**src/rtl/pin_owner_pkg.sv**
```systemverilog
package pin_owner_pkg;
  typedef enum logic [2:0] {
    A_LAT  = 3'd0,
    A_DIR  = 3'd1,
    A_ODC  = 3'd2,
    A_PAD  = 3'd3,
    A_CTRL = 3'd4
  } reg_addr_e;

  typedef enum logic [1:0] {
    OWN_PORT = 2'd0,
    OWN_PER  = 2'd1,
    OWN_TRC  = 2'd2,
    OWN_DBG  = 2'd3
  } owner_e;
endpackage

```
**src/rtl/pin_owner_sync.sv**
```systemverilog
module pin_owner_sync #(
  parameter int WIDTH = 8
) (
  input  logic             clk_i,
  input  logic             rst_ni,
  input  logic [WIDTH-1:0] d_i,
  output logic [WIDTH-1:0] q_o
);
  logic [WIDTH-1:0] s1_q, s2_q;

  always_ff @(posedge clk_i or negedge rst_ni) begin
    if (!rst_ni) begin
      s1_q <= '0;
      s2_q <= '0;
    end else begin
      s1_q <= d_i;
      s2_q <= s1_q;
    end
  end

  assign q_o = s2_q;
endmodule

```
**src/rtl/pin_owner_regs.sv**
```systemverilog
module pin_owner_regs
  import pin_owner_pkg::*;
#(
  parameter int NUM_PINS = 8
) (
  input  logic                clk_i,
  input  logic                rst_ni,
  input  logic                wr_en_i,
  input  logic [2:0]          addr_i,
  input  logic [NUM_PINS-1:0] wdata_i,
  input  logic [NUM_PINS-1:0] pad_sync_i,
  output logic [NUM_PINS-1:0] lat_o,
  output logic [NUM_PINS-1:0] dir_o,
  output logic [NUM_PINS-1:0] odc_o,
  output logic                dbg_en_o,
  output logic                trc_en_o,
  output logic [NUM_PINS-1:0] rd_data_o
);
  logic [NUM_PINS-1:0] lat_q, dir_q, odc_q;
  logic                dbg_en_q, trc_en_q;

  always_ff @(posedge clk_i or negedge rst_ni) begin
    if (!rst_ni) begin
      lat_q    <= '0;
      dir_q    <= '0;
      odc_q    <= '0;
      dbg_en_q <= 1'b1;
      trc_en_q <= 1'b0;
    end else if (wr_en_i) begin
      unique case (addr_i)
        A_LAT:  lat_q <= wdata_i;
        A_DIR:  dir_q <= wdata_i;
        A_ODC:  odc_q <= wdata_i;
        A_CTRL: begin
          dbg_en_q <= wdata_i[0];
          trc_en_q <= wdata_i[1];
        end
        default: ;
      endcase
    end
  end

  always_comb begin
    rd_data_o = '0;
    unique case (addr_i)
      A_LAT:  rd_data_o = lat_q;
      A_DIR:  rd_data_o = dir_q;
      A_ODC:  rd_data_o = odc_q;
      A_PAD:  rd_data_o = pad_sync_i;
      A_CTRL: begin
        rd_data_o[0] = dbg_en_q;
        rd_data_o[1] = trc_en_q;
      end
      default: rd_data_o = '0;
    endcase
  end

  assign lat_o    = lat_q;
  assign dir_o    = dir_q;
  assign odc_o    = odc_q;
  assign dbg_en_o = dbg_en_q;
  assign trc_en_o = trc_en_q;
endmodule

```
**src/rtl/pin_owner_arb.sv**
```systemverilog
module pin_owner_arb
  import pin_owner_pkg::*;
#(
  parameter int NUM_SLOTS = 3
) (
  input  logic [NUM_SLOTS-1:0] req_i,
  input  logic [NUM_SLOTS-1:0] dat_i,
  input  logic                 lat_i,
  input  logic                 dir_i,
  input  logic                 odc_i,
  input  logic                 dbg_sel_i,
  input  logic                 dbg_oe_i,
  input  logic                 dbg_out_i,
  input  logic                 trc_sel_i,
  input  logic                 trc_out_i,
  input  logic                 pad_sync_i,
  output logic                 oe_o,
  output logic                 out_o,
  output logic                 soft_in_o
);
  owner_e owner;
  logic   per_hit, per_dat;

  // Scan low rank to high so slot 0 lands last and wins
  always_comb begin
    per_hit = 1'b0;
    per_dat = 1'b0;
    for (int s = NUM_SLOTS - 1; s >= 0; s--) begin
      if (req_i[s]) begin
        per_hit = 1'b1;
        per_dat = dat_i[s];
      end
    end
  end

  always_comb begin
    if (dbg_sel_i)      owner = OWN_DBG;
    else if (trc_sel_i) owner = OWN_TRC;
    else if (per_hit)   owner = OWN_PER;
    else                owner = OWN_PORT;
  end

  always_comb begin
    unique case (owner)
      OWN_DBG: begin oe_o = dbg_oe_i; out_o = dbg_out_i; end
      OWN_TRC: begin oe_o = 1'b1;     out_o = trc_out_i; end
      OWN_PER: begin oe_o = 1'b1;     out_o = per_dat;   end
      default: begin
        if (!dir_i)     begin oe_o = 1'b0;   out_o = 1'b0;  end
        else if (odc_i) begin oe_o = ~lat_i; out_o = 1'b0;  end
        else            begin oe_o = 1'b1;   out_o = lat_i; end
      end
    endcase
  end

  assign soft_in_o = (owner == OWN_PORT && dir_i) ? lat_i : pad_sync_i;
endmodule

```
**src/rtl/pin_owner_ctrl.sv**
```systemverilog
module pin_owner_ctrl
  import pin_owner_pkg::*;
#(
  parameter int                  NUM_PINS  = 8,
  parameter int                  NUM_SLOTS = 3,
  parameter logic [NUM_PINS-1:0] DBG_MASK  = 8'h03,
  parameter logic [NUM_PINS-1:0] TRC_MASK  = 8'h30
) (
  input  logic                          clk_i,
  input  logic                          rst_ni,
  input  logic                          wr_en_i,
  input  logic [2:0]                    addr_i,
  input  logic [NUM_PINS-1:0]           wdata_i,
  output logic [NUM_PINS-1:0]           rd_data_o,
  input  logic [NUM_SLOTS*NUM_PINS-1:0] per_req_i,
  input  logic [NUM_SLOTS*NUM_PINS-1:0] per_dat_i,
  input  logic [NUM_PINS-1:0]           dbg_oe_i,
  input  logic [NUM_PINS-1:0]           dbg_out_i,
  input  logic [NUM_PINS-1:0]           trc_out_i,
  input  logic [NUM_PINS-1:0]           pad_in_i,
  output logic [NUM_PINS-1:0]           pad_oe_o,
  output logic [NUM_PINS-1:0]           pad_out_o,
  output logic [NUM_PINS-1:0]           soft_in_o,
  output logic [NUM_PINS-1:0]           ser_in_o
);
  logic [NUM_PINS-1:0] pad_sync, lat_q, dir_q, odc_q;
  logic                dbg_en_q, trc_en_q;

  pin_owner_sync #(.WIDTH(NUM_PINS)) u_sync (
    .clk_i  (clk_i),
    .rst_ni (rst_ni),
    .d_i    (pad_in_i),
    .q_o    (pad_sync)
  );

  pin_owner_regs #(.NUM_PINS(NUM_PINS)) u_regs (
    .clk_i      (clk_i),
    .rst_ni     (rst_ni),
    .wr_en_i    (wr_en_i),
    .addr_i     (addr_i),
    .wdata_i    (wdata_i),
    .pad_sync_i (pad_sync),
    .lat_o      (lat_q),
    .dir_o      (dir_q),
    .odc_o      (odc_q),
    .dbg_en_o   (dbg_en_q),
    .trc_en_o   (trc_en_q),
    .rd_data_o  (rd_data_o)
  );

  for (genvar p = 0; p < NUM_PINS; p++) begin : g_pin
    logic [NUM_SLOTS-1:0] req, dat;
    for (genvar s = 0; s < NUM_SLOTS; s++) begin : g_slot
      assign req[s] = per_req_i[s*NUM_PINS + p];
      assign dat[s] = per_dat_i[s*NUM_PINS + p];
    end

    pin_owner_arb #(.NUM_SLOTS(NUM_SLOTS)) u_arb (
      .req_i      (req),
      .dat_i      (dat),
      .lat_i      (lat_q[p]),
      .dir_i      (dir_q[p]),
      .odc_i      (odc_q[p]),
      .dbg_sel_i  (dbg_en_q & DBG_MASK[p]),
      .dbg_oe_i   (dbg_oe_i[p]),
      .dbg_out_i  (dbg_out_i[p]),
      .trc_sel_i  (trc_en_q & TRC_MASK[p]),
      .trc_out_i  (trc_out_i[p]),
      .pad_sync_i (pad_sync[p]),
      .oe_o       (pad_oe_o[p]),
      .out_o      (pad_out_o[p]),
      .soft_in_o  (soft_in_o[p])
    );
  end

  assign ser_in_o = pad_sync;
endmodule

```
**config.mk**
```make
export PLATFORM = sky130hd
export DESIGN_NAME = pin_owner_ctrl
export DESIGN_NICKNAME = d
export VERILOG_FILES = /design/src/rtl/pin_owner_pkg.sv /design/src/rtl/pin_owner_sync.sv /design/src/rtl/pin_owner_regs.sv /design/src/rtl/pin_owner_arb.sv /design/src/rtl/pin_owner_ctrl.sv
export SDC_FILE = /design/constraint.sdc
export NUM_CORES = 1
export LEC_CHECK = 0
export ABC_AREA = 1
export BUFFER_PORTS_ARGS = -buffer_cell sky130_fd_sc_hd__buf_2
export CORE_MARGIN = 2
export CORE_UTILIZATION = 41
export CTS_CLUSTER_SIZE = 30
export DETAILED_ROUTE_END_ITERATION = 6
export GPL_ROUTABILITY_DRIVEN = 0
export GPL_TIMING_DRIVEN = 1
export PLACE_DENSITY_LB_ADDON = 0.08
export SYNTH_ARGS = -nofsm -noshare
export SYNTH_HDL_FRONTEND = slang
export SYNTH_SLANG_ARGS = --single-unit
```
**constraint.sdc**
```tcl
create_clock -name clk_i -period 1.4 [get_ports clk_i]
set_input_delay 0.14 -clock clk_i [delete_from_list [all_inputs] [get_ports clk_i]]
set_output_delay 0.14 -clock clk_i [all_outputs]
set_load 0.05 [all_outputs]
```
# Word level (Yosys, flattened, before mapping)
# Cells that the tools add are included.
# word_totals
reg_bits	42
in_bits	94
# op_classes
n_eq_ne	28
n_mux	118
n_bitwise	8
n_reduce_logical	29
# ops
op	count
1-bit two-way mux	96
1-bit one-hot mux with 3 select lines	8
6-bit one-hot mux with 4 select lines	1
1-bit by 2-bit equality test with 1-bit output, second input constant	8
2-bit equality test, second input constant	8
2-bit zero test	8
1-bit one-hot mux with 2 select lines	8
2-bit OR reduction	8
2-bit one-hot mux with 5 select lines	1
2-bit by 1-bit equality test with 1-bit output, second input constant	4
1-bit logical AND	8
2-bit two-way mux	4
1-bit NOT	8
2-bit AND reduction	4
3-bit by 2-bit equality test with 1-bit output, second input constant	2
1-bit equality test, second input constant	4
3-bit by 1-bit equality test with 1-bit output, second input constant	1
3-bit equality test, second input constant	1
3-bit zero test	1

# Logic depth before layout (Yosys ltp)
# Gate-level depths: netlist of the first run.
# logic_depth
ltp_word	8
depth_mapped	7
depth_no_buf	6

# By module
# From an unflattened synthesis of the first run, not the netlist that was laid out.
# unflattened
hier_cells	433
area_unflattened_um2	2907.8
# by_module_without_submodules
mod	instances	cells_per_inst	area_each_um2	seq_area_each_um2
pin_owner_regs	1	184	1392.6	651.9
pin_owner_arb	8	29	138.9	0.0
pin_owner_sync	1	16	400.4	400.4
pin_owner_ctrl	1	1	3.8	0.0

# Worst setup path before layout of the first run
# No wires, ideal clock.
# synth_path
kind	register -> output
startpoint	reg u_regs.dbg_en_q (netlist: u_regs.dbg_en_o)
endpoint	out pad_out_o[0]
t_arrival_ps	1180
slack_ps	80
path_stages_with_launch	8
path_cell_list	dfstp_2 buf_2 inv_1 nand3_1 nor2_1 nor2_1 nand2_1 buf_4
# synth_between
elab_chain_len	3
word_cells_on_any_way	5
cone_classes	eq/ne: 3; mux: 2
# synth_rtl
item	line_no	text
start: declaration	pin_owner_regs.sv:20	logic dbg_en_q, trc_en_q;
start signal: assignment	pin_owner_regs.sv:35	dbg_en_q <= wdata_i[0];
2-bit two-way mux (*)	pin_owner_arb.sv:37	if (dbg_sel_i) owner = OWN_DBG;
2-bit by 1-bit equality test with 1-bit output or 2-bit equality test (tied branches)	pin_owner_arb.sv:44	unique case (owner)
1-bit one-hot mux with 3 select lines (*)	pin_owner_arb.sv:44	
end: declaration	pin_owner_ctrl.sv:22	output logic [NUM_PINS-1:0] pad_out_o,
# Mark *: on every way between the ends. The rest lies on a longest branch, timed or not.

# Worst setup path in the final report of the first run
# layout_path
startpoint	reg u_regs.dbg_en_q (netlist: u_regs.dbg_en_o)
endpoint	out pad_oe_o[1]
# layout_between
elab_chain_len	4
word_cells_on_any_way	6
cone_classes	eq/ne: 3; mux: 2; reduce/logical: 1
# layout_rtl
item	line_no	text
2-bit two-way mux (*)	pin_owner_arb.sv:37	
2-bit equality test or 2-bit by 1-bit equality test with 1-bit output (tied branches)	pin_owner_arb.sv:44	
2-bit OR reduction (no line)	n/a	
1-bit one-hot mux with 2 select lines (*)	pin_owner_arb.sv:44	
end: declaration	pin_owner_ctrl.sv:21	output logic [NUM_PINS-1:0] pad_oe_o,
# Marks and branches as above.

==> results_tabular.tex, run 1 <==
\begin{tabular}{lr}
\hline
Metric & Value \\
\hline
\multicolumn{2}{l}{\textbf{Run status}} \\
\quad Run status & finished with violations \\
\quad Violations in the final reports & negative setup slack \\
\multicolumn{2}{l}{\textbf{Routing}} \\
\quad Mean routed wirelength per cell & 10.81 um \\
\quad Detailed-router iteration count before antenna repair & 4 \\
\quad ANT nets after route & 0 \\
\quad Total via count after detailed routing & 2780 \\
\quad Detailed-route DRC error count & 0 \\
\quad Post-DR vias/cell & 4.572 \\
\quad Violation count after the first detailed-route iteration & 58 \\
\quad Total length of routed wires & 6572 um \\
\multicolumn{2}{l}{\textbf{Yosys}} \\
\quad Number of flops mapped to enable cells by yosys & 0 \\
\quad Most instantiated library cell after synthesis & nand2\_1 \\
\quad Fraction of registers with async set or reset after synthesis & 100.0\% \\
\quad Number of storage elements in the synthesis netlist & 42 \\
\quad Yosys warning total & 0 \\
\quad Post-synth net total & 505 \\
\quad Fraction of the yosys area taken by sequential cells & 37.25\% \\
\quad Biggest area contributors in the synthesized netlist & dfrtp\_1 (36\%), nand2\_1 (16\%), buf\_4 (8.8\%) \\
\quad Area share of the largest cell type after synthesis & 36.32\% \\
\quad Most area-hungry cell type in the Yosys netlist & dfrtp\_1 \\
\quad Main synth FF type & dfrtp\_1 \\
\quad Syn\_area\_per\_cell & 6.874 um2 \\
\quad Number of different library cells in the post-synthesis netlist & 27 \\
\quad Synth top cells by count & nand2\_1 (124), inv\_1 (61), nor2\_1 (46) \\
\quad Post-Syn Instances & 411 \\
\quad Mapped Area & 2825 um2 \\
\multicolumn{2}{l}{\textbf{Worst setup path}} \\
\quad Largest fanout on the critical path & 4 \\
\quad Critical Path Sink Type & output pin \\
\quad Setup Crit Path Kind & flop to output pin \\
\quad Required @ worst endpoint & 1.26 ns \\
\quad Arrival time at the worst endpoint & 1.39 ns \\
\quad CP startpoint kind & flop \\
\multicolumn{2}{l}{\textbf{Final layout}} \\
\quad Number of standard cells in the layout, taps in and fillers out & 608 \\
\quad Number of antenna diodes & 0 \\
\quad Proportion of layout cells with a drive suffix above 1 & 39.02\% \\
\quad Layout-stage area growth over the synthesis result & 38.40\% \\
\quad Filler cell count & 652 \\
\quad Final net count & 621 \\
\multicolumn{2}{l}{\textbf{GRT}} \\
\quad Global-route total usage across every layer & 17.01\% \\
\quad Antenna violations before repair & 0 \\
\quad Pin count of the biggest net entering global routing & 43 \\
\quad Global-route congestion overflow total & 0 \\
\quad Wire length of the first global-routing pass & 10250 um \\
\quad Via count of the first global-routing pass & 2386 \\
\multicolumn{2}{l}{\textbf{Placed design}} \\
\quad Count of placed standard cells including taps & 579 \\
\quad DP HPWL & 4867 um \\
\quad Port Buf Inserts & 115 \\
\quad Pre-CTS worst setup slack & -0.02246 ns \\
\multicolumn{2}{l}{\textbf{Clock network}} \\
\quad Level count of the clock H-tree & 2 \\
\quad Worst-skew pair later-pin latency & 0.29 ns \\
\quad Clock Tree Root & clkbuf\_8 \\
\quad CTS Sinks & 42 \\
\quad Clock buffers created by TritonCTS & 5 \\
\quad TritonCTS clock tree & done \\
\quad Maximum buffer depth of the clock tree & 2 \\
\quad Clock slew at reported path FFs & 0.08 ns \\
\multicolumn{2}{l}{\textbf{Timing}} \\
\quad Clock tree skew after final layout & 0.00009995 ns \\
\quad Least-Margin Pin Slew & 0.3503 ns \\
\quad Total count of max-transition violations in the final report & 0 \\
\quad Worst rel slew slack & 76.62\% \\
\quad Unrepaired setup endpoints after global routing & true \\
\quad Number of hold violations in the final report & 0 \\
\quad Worst Setup Slack, final & -0.1325 ns \\
\quad Fin crit period & 1.532 ns \\
\quad Final setup violation count & 9 \\
\quad Share of the clock period used by the worst path & 109.5\% \\
\quad Highest Clock Rate & 0.6525 GHz \\
\multicolumn{2}{l}{\textbf{Die}} \\
\quad Site Rows & 30 \\
\quad Core Area & 6719 um2 \\
\quad Die height & 87.01 um \\
\quad I/O pin count & 134 \\
\quad Area of the die & 7571 um2 \\
\quad Starting density of the core & 42.05\% \\
\quad Horiz. Die Dim & 87.01 um \\
\multicolumn{2}{l}{\textbf{Job}} \\
\quad Number of violations of the max-capacitance limit & 0 \\
\multicolumn{2}{l}{\textbf{Pwr}} \\
\quad PD cells & 1025 nW/um2 \\
\quad Maximum VDD drop & 0.0005426 V \\
\quad Net switching power figure & 0.001478 W \\
\quad Relative contribution of the clock network to total power & 23.3\% \\
\quad Leak pwr & 2.142 nW \\
\quad Register share of total power & 39.2\% \\
\quad Final Total Pwr & 0.004007 W \\
\quad Switching part of the total & 36.88\% \\
\quad Relative contribution of combinational cells to total power & 37.5\% \\
\quad Design internal power & 0.002529 W \\
\multicolumn{2}{l}{\textbf{Hold path}} \\
\quad Worst Hold Class & primary input to flop \\
\hline
\end{tabular}
[sequential cells by signal, indices dropped and copies added, names as in the netlist]
name	flops
u_regs.dbg_en_o	1
u_regs.dir_o	8
u_regs.lat_o	8
u_regs.odc_o	8
u_regs.trc_en_o	1
u_sync.q_o	8
u_sync.s1_q	8
[kinds of logic (layout without fill, tap and decap cells)]
group                  Yosys count  after routing  synth area share [%]
muxes                            2              2                0.7086
DFF                             42             42                 37.25
and+or+nand+nor                223            223                 33.53
buffers and inverters          102            219                 18.87
AOI/OAI and AO/OA               42             42                 9.655
[power groups by stage]
stage	Sequential, W	Combinational, W	Clock (W)
2_1_floorplan	0.00152	0.000984	0
3_3_place_gp	0.00158	0.00118	0
3_5_place_dp	0.00158	0.00120	0
4_1_cts	0.00156	0.00136	0.000958
5_1_grt	0.00160	0.00164	0.00100
6_report	0.00157	0.00150	0.000933
[cell type report]
type	count	area, um2	area share (%)
clock inverters	3	40.04	1.024
flip-flops and latches	42	1056	27.01
multi-input cells	267	1353	34.59
repair buffers	149	1060	27.10
clock buffers	5	68.82	1.760
inverters	62	232.7	5.952
well taps	80	100.1	2.560
[critical path, cell delays in order, from the launching register on]
cell and delay [ns]:
dfstp_2 0.58, buf_6 0.12, mux2i_1 0.18, nand2_1 0.08
buf_6 0.15
[routing by layer]
metal,wire [um],vias to the layer above,global-route usage (%),share of wire (%)
met5,0,-,0,0
met2,3236,77,29.29,49
met4,53,0,4.688,0.81
met1,2899,1223,21.65,44
li1,-,1476,-,-
met3,383,4,3.412,5.8
[layout by cell type (no fill, tap or decap)]
| cell type | n |
|---|---|
| a21oi_1 | 2 |
| and3_1 | 2 |
| buf_12 | 2 |
| buf_2 | 86 |
| buf_4 | 22 |
| buf_6 | 27 |
| buf_8 | 1 |
| bufinv_16 | 1 |
| clkbuf_4 | 2 |
| clkbuf_8 | 5 |
| clkinv_2 | 2 |
| dfrtp_1 | 38 |
| dfrtp_2 | 3 |
| dfstp_2 | 1 |
| dlygate4sd3_1 | 9 |
| inv_1 | 56 |
| inv_2 | 6 |
| mux2i_1 | 2 |
| nand2_1 | 121 |
| nand2_2 | 4 |
| nand2_4 | 1 |
| nand3_1 | 24 |
| nand3_2 | 10 |
| nand3b_1 | 1 |
| nand4_1 | 6 |
| nor2_1 | 39 |
| nor2_2 | 4 |
| nor2_4 | 3 |
| nor3_2 | 5 |
| nor3_4 | 1 |
| o211ai_1 | 1 |
| o21ai_0 | 9 |
| o21ai_1 | 12 |
| o21ai_2 | 18 |
| or2_2 | 2 |
[path summary, 6_finish.rpt]
path	end	depth (start not counted)	from	slack (ns)
min	u_regs.odc_o[3]	3	wdata_i[3]	0.14
max reg2reg	u_regs.trc_en_o	4	u_regs.trc_en_o	0.38
min in group asynchronous	u_sync.q_o[3]	3	rst_ni	0.34
max	pad_oe_o[1]	4	u_regs.dbg_en_o	-0.13
max in group asynchronous	u_regs.dbg_en_o	3	rst_ni	0.79
min reg2reg	u_sync.q_o[4]	0	u_sync.s1_q[4]	0.35
[per-stage QoR]
step	cell area (um2)	utilization [%]	hold WS (ns)	setup TNS, ns
floorplan	2825	-	-0.1556	0
global placement	3323	49.46	0.1291	-0.003281
detailed placement	3323	49.46	0.1291	-0.03656
CTS	3696	55.01	0.1402	-0.8892
global route	3910	58.19	0.1424	-1.753
finish	3910	58.19	0.1431	-0.7921
[repair_timing]
action,4_1_cts,5_1_grt
hold buffers,9,0
gates resized for setup,51,58
endpoints found under the hold margin,49,0
buffers inserted,4,8
pin swaps,2,6
setup endpoints to repair,27,30
Power figures use the tool's default switching activity.
==> inputs of run 2 (changes only) <==
--- a/config.mk
+++ b/config.mk
@@ -14,6 +14,7 @@
 export GPL_ROUTABILITY_DRIVEN = 0
 export GPL_TIMING_DRIVEN = 1
 export PLACE_DENSITY_LB_ADDON = 0.08
+export SKIP_CTS_REPAIR_TIMING = 1
 export SYNTH_ARGS = -nofsm -noshare
 export SYNTH_HDL_FRONTEND = slang
 export SYNTH_SLANG_ARGS = --single-unit
==> results_tabular.tex, run 2 (synthesized netlist as in run 1, its figures left out) <==
\begin{tabular}{lr}
\hline
Metric & Value \\
\hline
\multicolumn{2}{l}{\textbf{Run status}} \\
\quad Run status & finished with violations \\
\quad Violations in the final reports & negative setup slack \\
\multicolumn{2}{l}{\textbf{Pwr}} \\
\quad Leak pwr & 2.128 nW \\
\quad Final Total Pwr & 0.003983 W \\
\quad Maximum VDD drop & 0.0005416 V \\
\quad PD cells & 1025 nW/um2 \\
\multicolumn{2}{l}{\textbf{Clock network}} \\
\quad CTS Sinks & 42 \\
\quad Clock Tree Root & clkbuf\_8 \\
\quad Level count of the clock H-tree & 2 \\
\quad Clock slew at reported path FFs & 0.08 ns \\
\quad Worst-skew pair later-pin latency & 0.29 ns \\
\quad TritonCTS clock tree & done \\
\quad Maximum buffer depth of the clock tree & 2 \\
\quad Clock buffers created by TritonCTS & 5 \\
\multicolumn{2}{l}{\textbf{Routing}} \\
\quad Detailed-router iteration count before antenna repair & 4 \\
\quad Total length of routed wires & 6537 um \\
\quad Detailed-route DRC error count & 0 \\
\quad Mean routed wirelength per cell & 10.75 um \\
\quad Post-DR vias/cell & 4.571 \\
\quad Total via count after detailed routing & 2779 \\
\quad ANT nets after route & 0 \\
\quad Violation count after the first detailed-route iteration & 56 \\
\multicolumn{2}{l}{\textbf{Timing}} \\
\quad Final setup violation count & 9 \\
\quad Worst Setup Slack, final & -0.1619 ns \\
\quad WHS & 0.1418 ns \\
\quad Least-Margin Pin Slew & 0.3501 ns \\
\quad Worst rel slew slack & 76.64\% \\
\quad Highest Clock Rate & 0.6403 GHz \\
\quad Number of hold violations in the final report & 0 \\
\quad Share of the clock period used by the worst path & 111.6\% \\
\quad Clock tree skew after final layout & 0.00009995 ns \\
\quad Total count of max-transition violations in the final report & 0 \\
\quad Fin crit period & 1.562 ns \\
\quad Unrepaired setup endpoints after global routing & true \\
\multicolumn{2}{l}{\textbf{Job}} \\
\quad Number of violations of the max-capacitance limit & 0 \\
\multicolumn{2}{l}{\textbf{GRT}} \\
\quad Wire length of the first global-routing pass & 9853 um \\
\quad Antenna violations before repair & 0 \\
\quad Global-route total usage across every layer & 16.41\% \\
\quad Pin count of the biggest net entering global routing & 43 \\
\quad Global-route congestion overflow total & 0 \\
\quad Via count of the first global-routing pass & 2267 \\
\multicolumn{2}{l}{\textbf{Final layout}} \\
\quad Filler cell count & 652 \\
\quad Layout-stage area growth over the synthesis result & 37.51\% \\
\quad Most frequent cells in the layout & nand2\_1 (120), buf\_2 (87), inv\_1 (56), nor2\_1 (39), dfrtp\_1 (37) \\
\quad Number of antenna diodes & 0 \\
\quad Proportion of layout cells with a drive suffix above 1 & 39.02\% \\
\quad Utilization after layout & 57.82\% \\
\quad Most common cell after layout, fill and taps aside & nand2\_1 \\
\quad Final net count & 621 \\
\quad Design area & 3885 um2 \\
\multicolumn{2}{l}{\textbf{Placed design}} \\
\quad DP HPWL & 4867 um \\
\quad Cell area after placement & 3323 um2 \\
\quad Pre-CTS worst setup slack & -0.02246 ns \\
\quad Port Buf Inserts & 115 \\
\multicolumn{2}{l}{\textbf{Worst setup path}} \\
\quad Setup Crit Path Kind & flop to output pin \\
\quad Slowest CP cell & dfstp\_2 \\
\quad Arrival time at the worst endpoint & 1.42 ns \\
\quad Required @ worst endpoint & 1.26 ns \\
\quad Critical Path Sink Type & output pin \\
\quad Largest fanout on the critical path & 5 \\
\quad Critical-path cell list & buf\_4 > mux2i\_1 > nand2\_1 > buf\_6 \\
\quad CP startpoint kind & flop \\
\quad Longest individual stage delay on the worst path & 0.59 ns \\
\multicolumn{2}{l}{\textbf{Die}} \\
\quad Core Area & 6719 um2 \\
\quad Site Rows & 30 \\
\quad Die height & 87.01 um \\
\quad Horiz. Die Dim & 87.01 um \\
\quad Starting density of the core & 42.05\% \\
\quad I/O pin count & 134 \\
\quad Area of the die & 7571 um2 \\
\multicolumn{2}{l}{\textbf{Hold path}} \\
\quad Worst Hold Class & primary input to flop \\
\hline
\end{tabular}
-- run 2: final cells by class --
type | instances | area [um2] | share of cell area (%)
Timing Repair Buffer | 149 | 1046 | 26.92
Clock inverter | 3 | 40.04 | 1.031
Multi-Input combinational cell | 267 | 1340 | 34.49
Clock buffer | 5 | 68.82 | 1.771
Sequential cell | 42 | 1057 | 27.21
Tap cell | 80 | 100.1 | 2.576
Inverter | 62 | 232.7 | 5.990
-- run 2: through the flow --
stage	instances	setup TNS, ns
2_1_floorplan	411	0
3_3_place_gp	579	-0.003281
3_5_place_dp	579	-0.03656
4_1_cts	587	-2.482
5_1_grt	608	-2.000
6_report	608	-0.9070
-- run 2: path summary, 6_finish.rpt --
path | start | to | slack (ns) | cells past startpoint
worst min register to register | u_sync.s1_q[1] | u_sync.q_o[1] | 0.35 | 0
worst min-delay path | wdata_i[3] | u_regs.odc_o[3] | 0.14 | 3
worst max-delay path | u_regs.dbg_en_o | pad_oe_o[0] | -0.16 | 4
max in group asynchronous | rst_ni | u_regs.dbg_en_o | 0.79 | 3
min in group asynchronous | rst_ni | u_sync.q_o[3] | 0.33 | 3
worst max register to register | u_regs.trc_en_o | u_regs.trc_en_o | 0.39 | 4
-- run 2: critical path: cells and delay by family, from the launching register on --
kind	cells	cell delay, ns
simple gates	1	0.08
mux	1	0.17
flops	1	0.59
buf+inv	2	0.29
-- run 2: metal layers --
layer	track usage, %	up-vias	routed length, um
li1	-	1479	-
met1	21.17	1222	2874
met2	27.76	74	3209
met3	3.412	4	400
met4	4.688	0	53
met5	0	-	0
-- run 2: report_power, final --
part           switching (W)  internal (W)
registers           0.000188       0.00139
clock network       0.000409      0.000525
logic               0.000872      0.000605
total                0.00147       0.00251
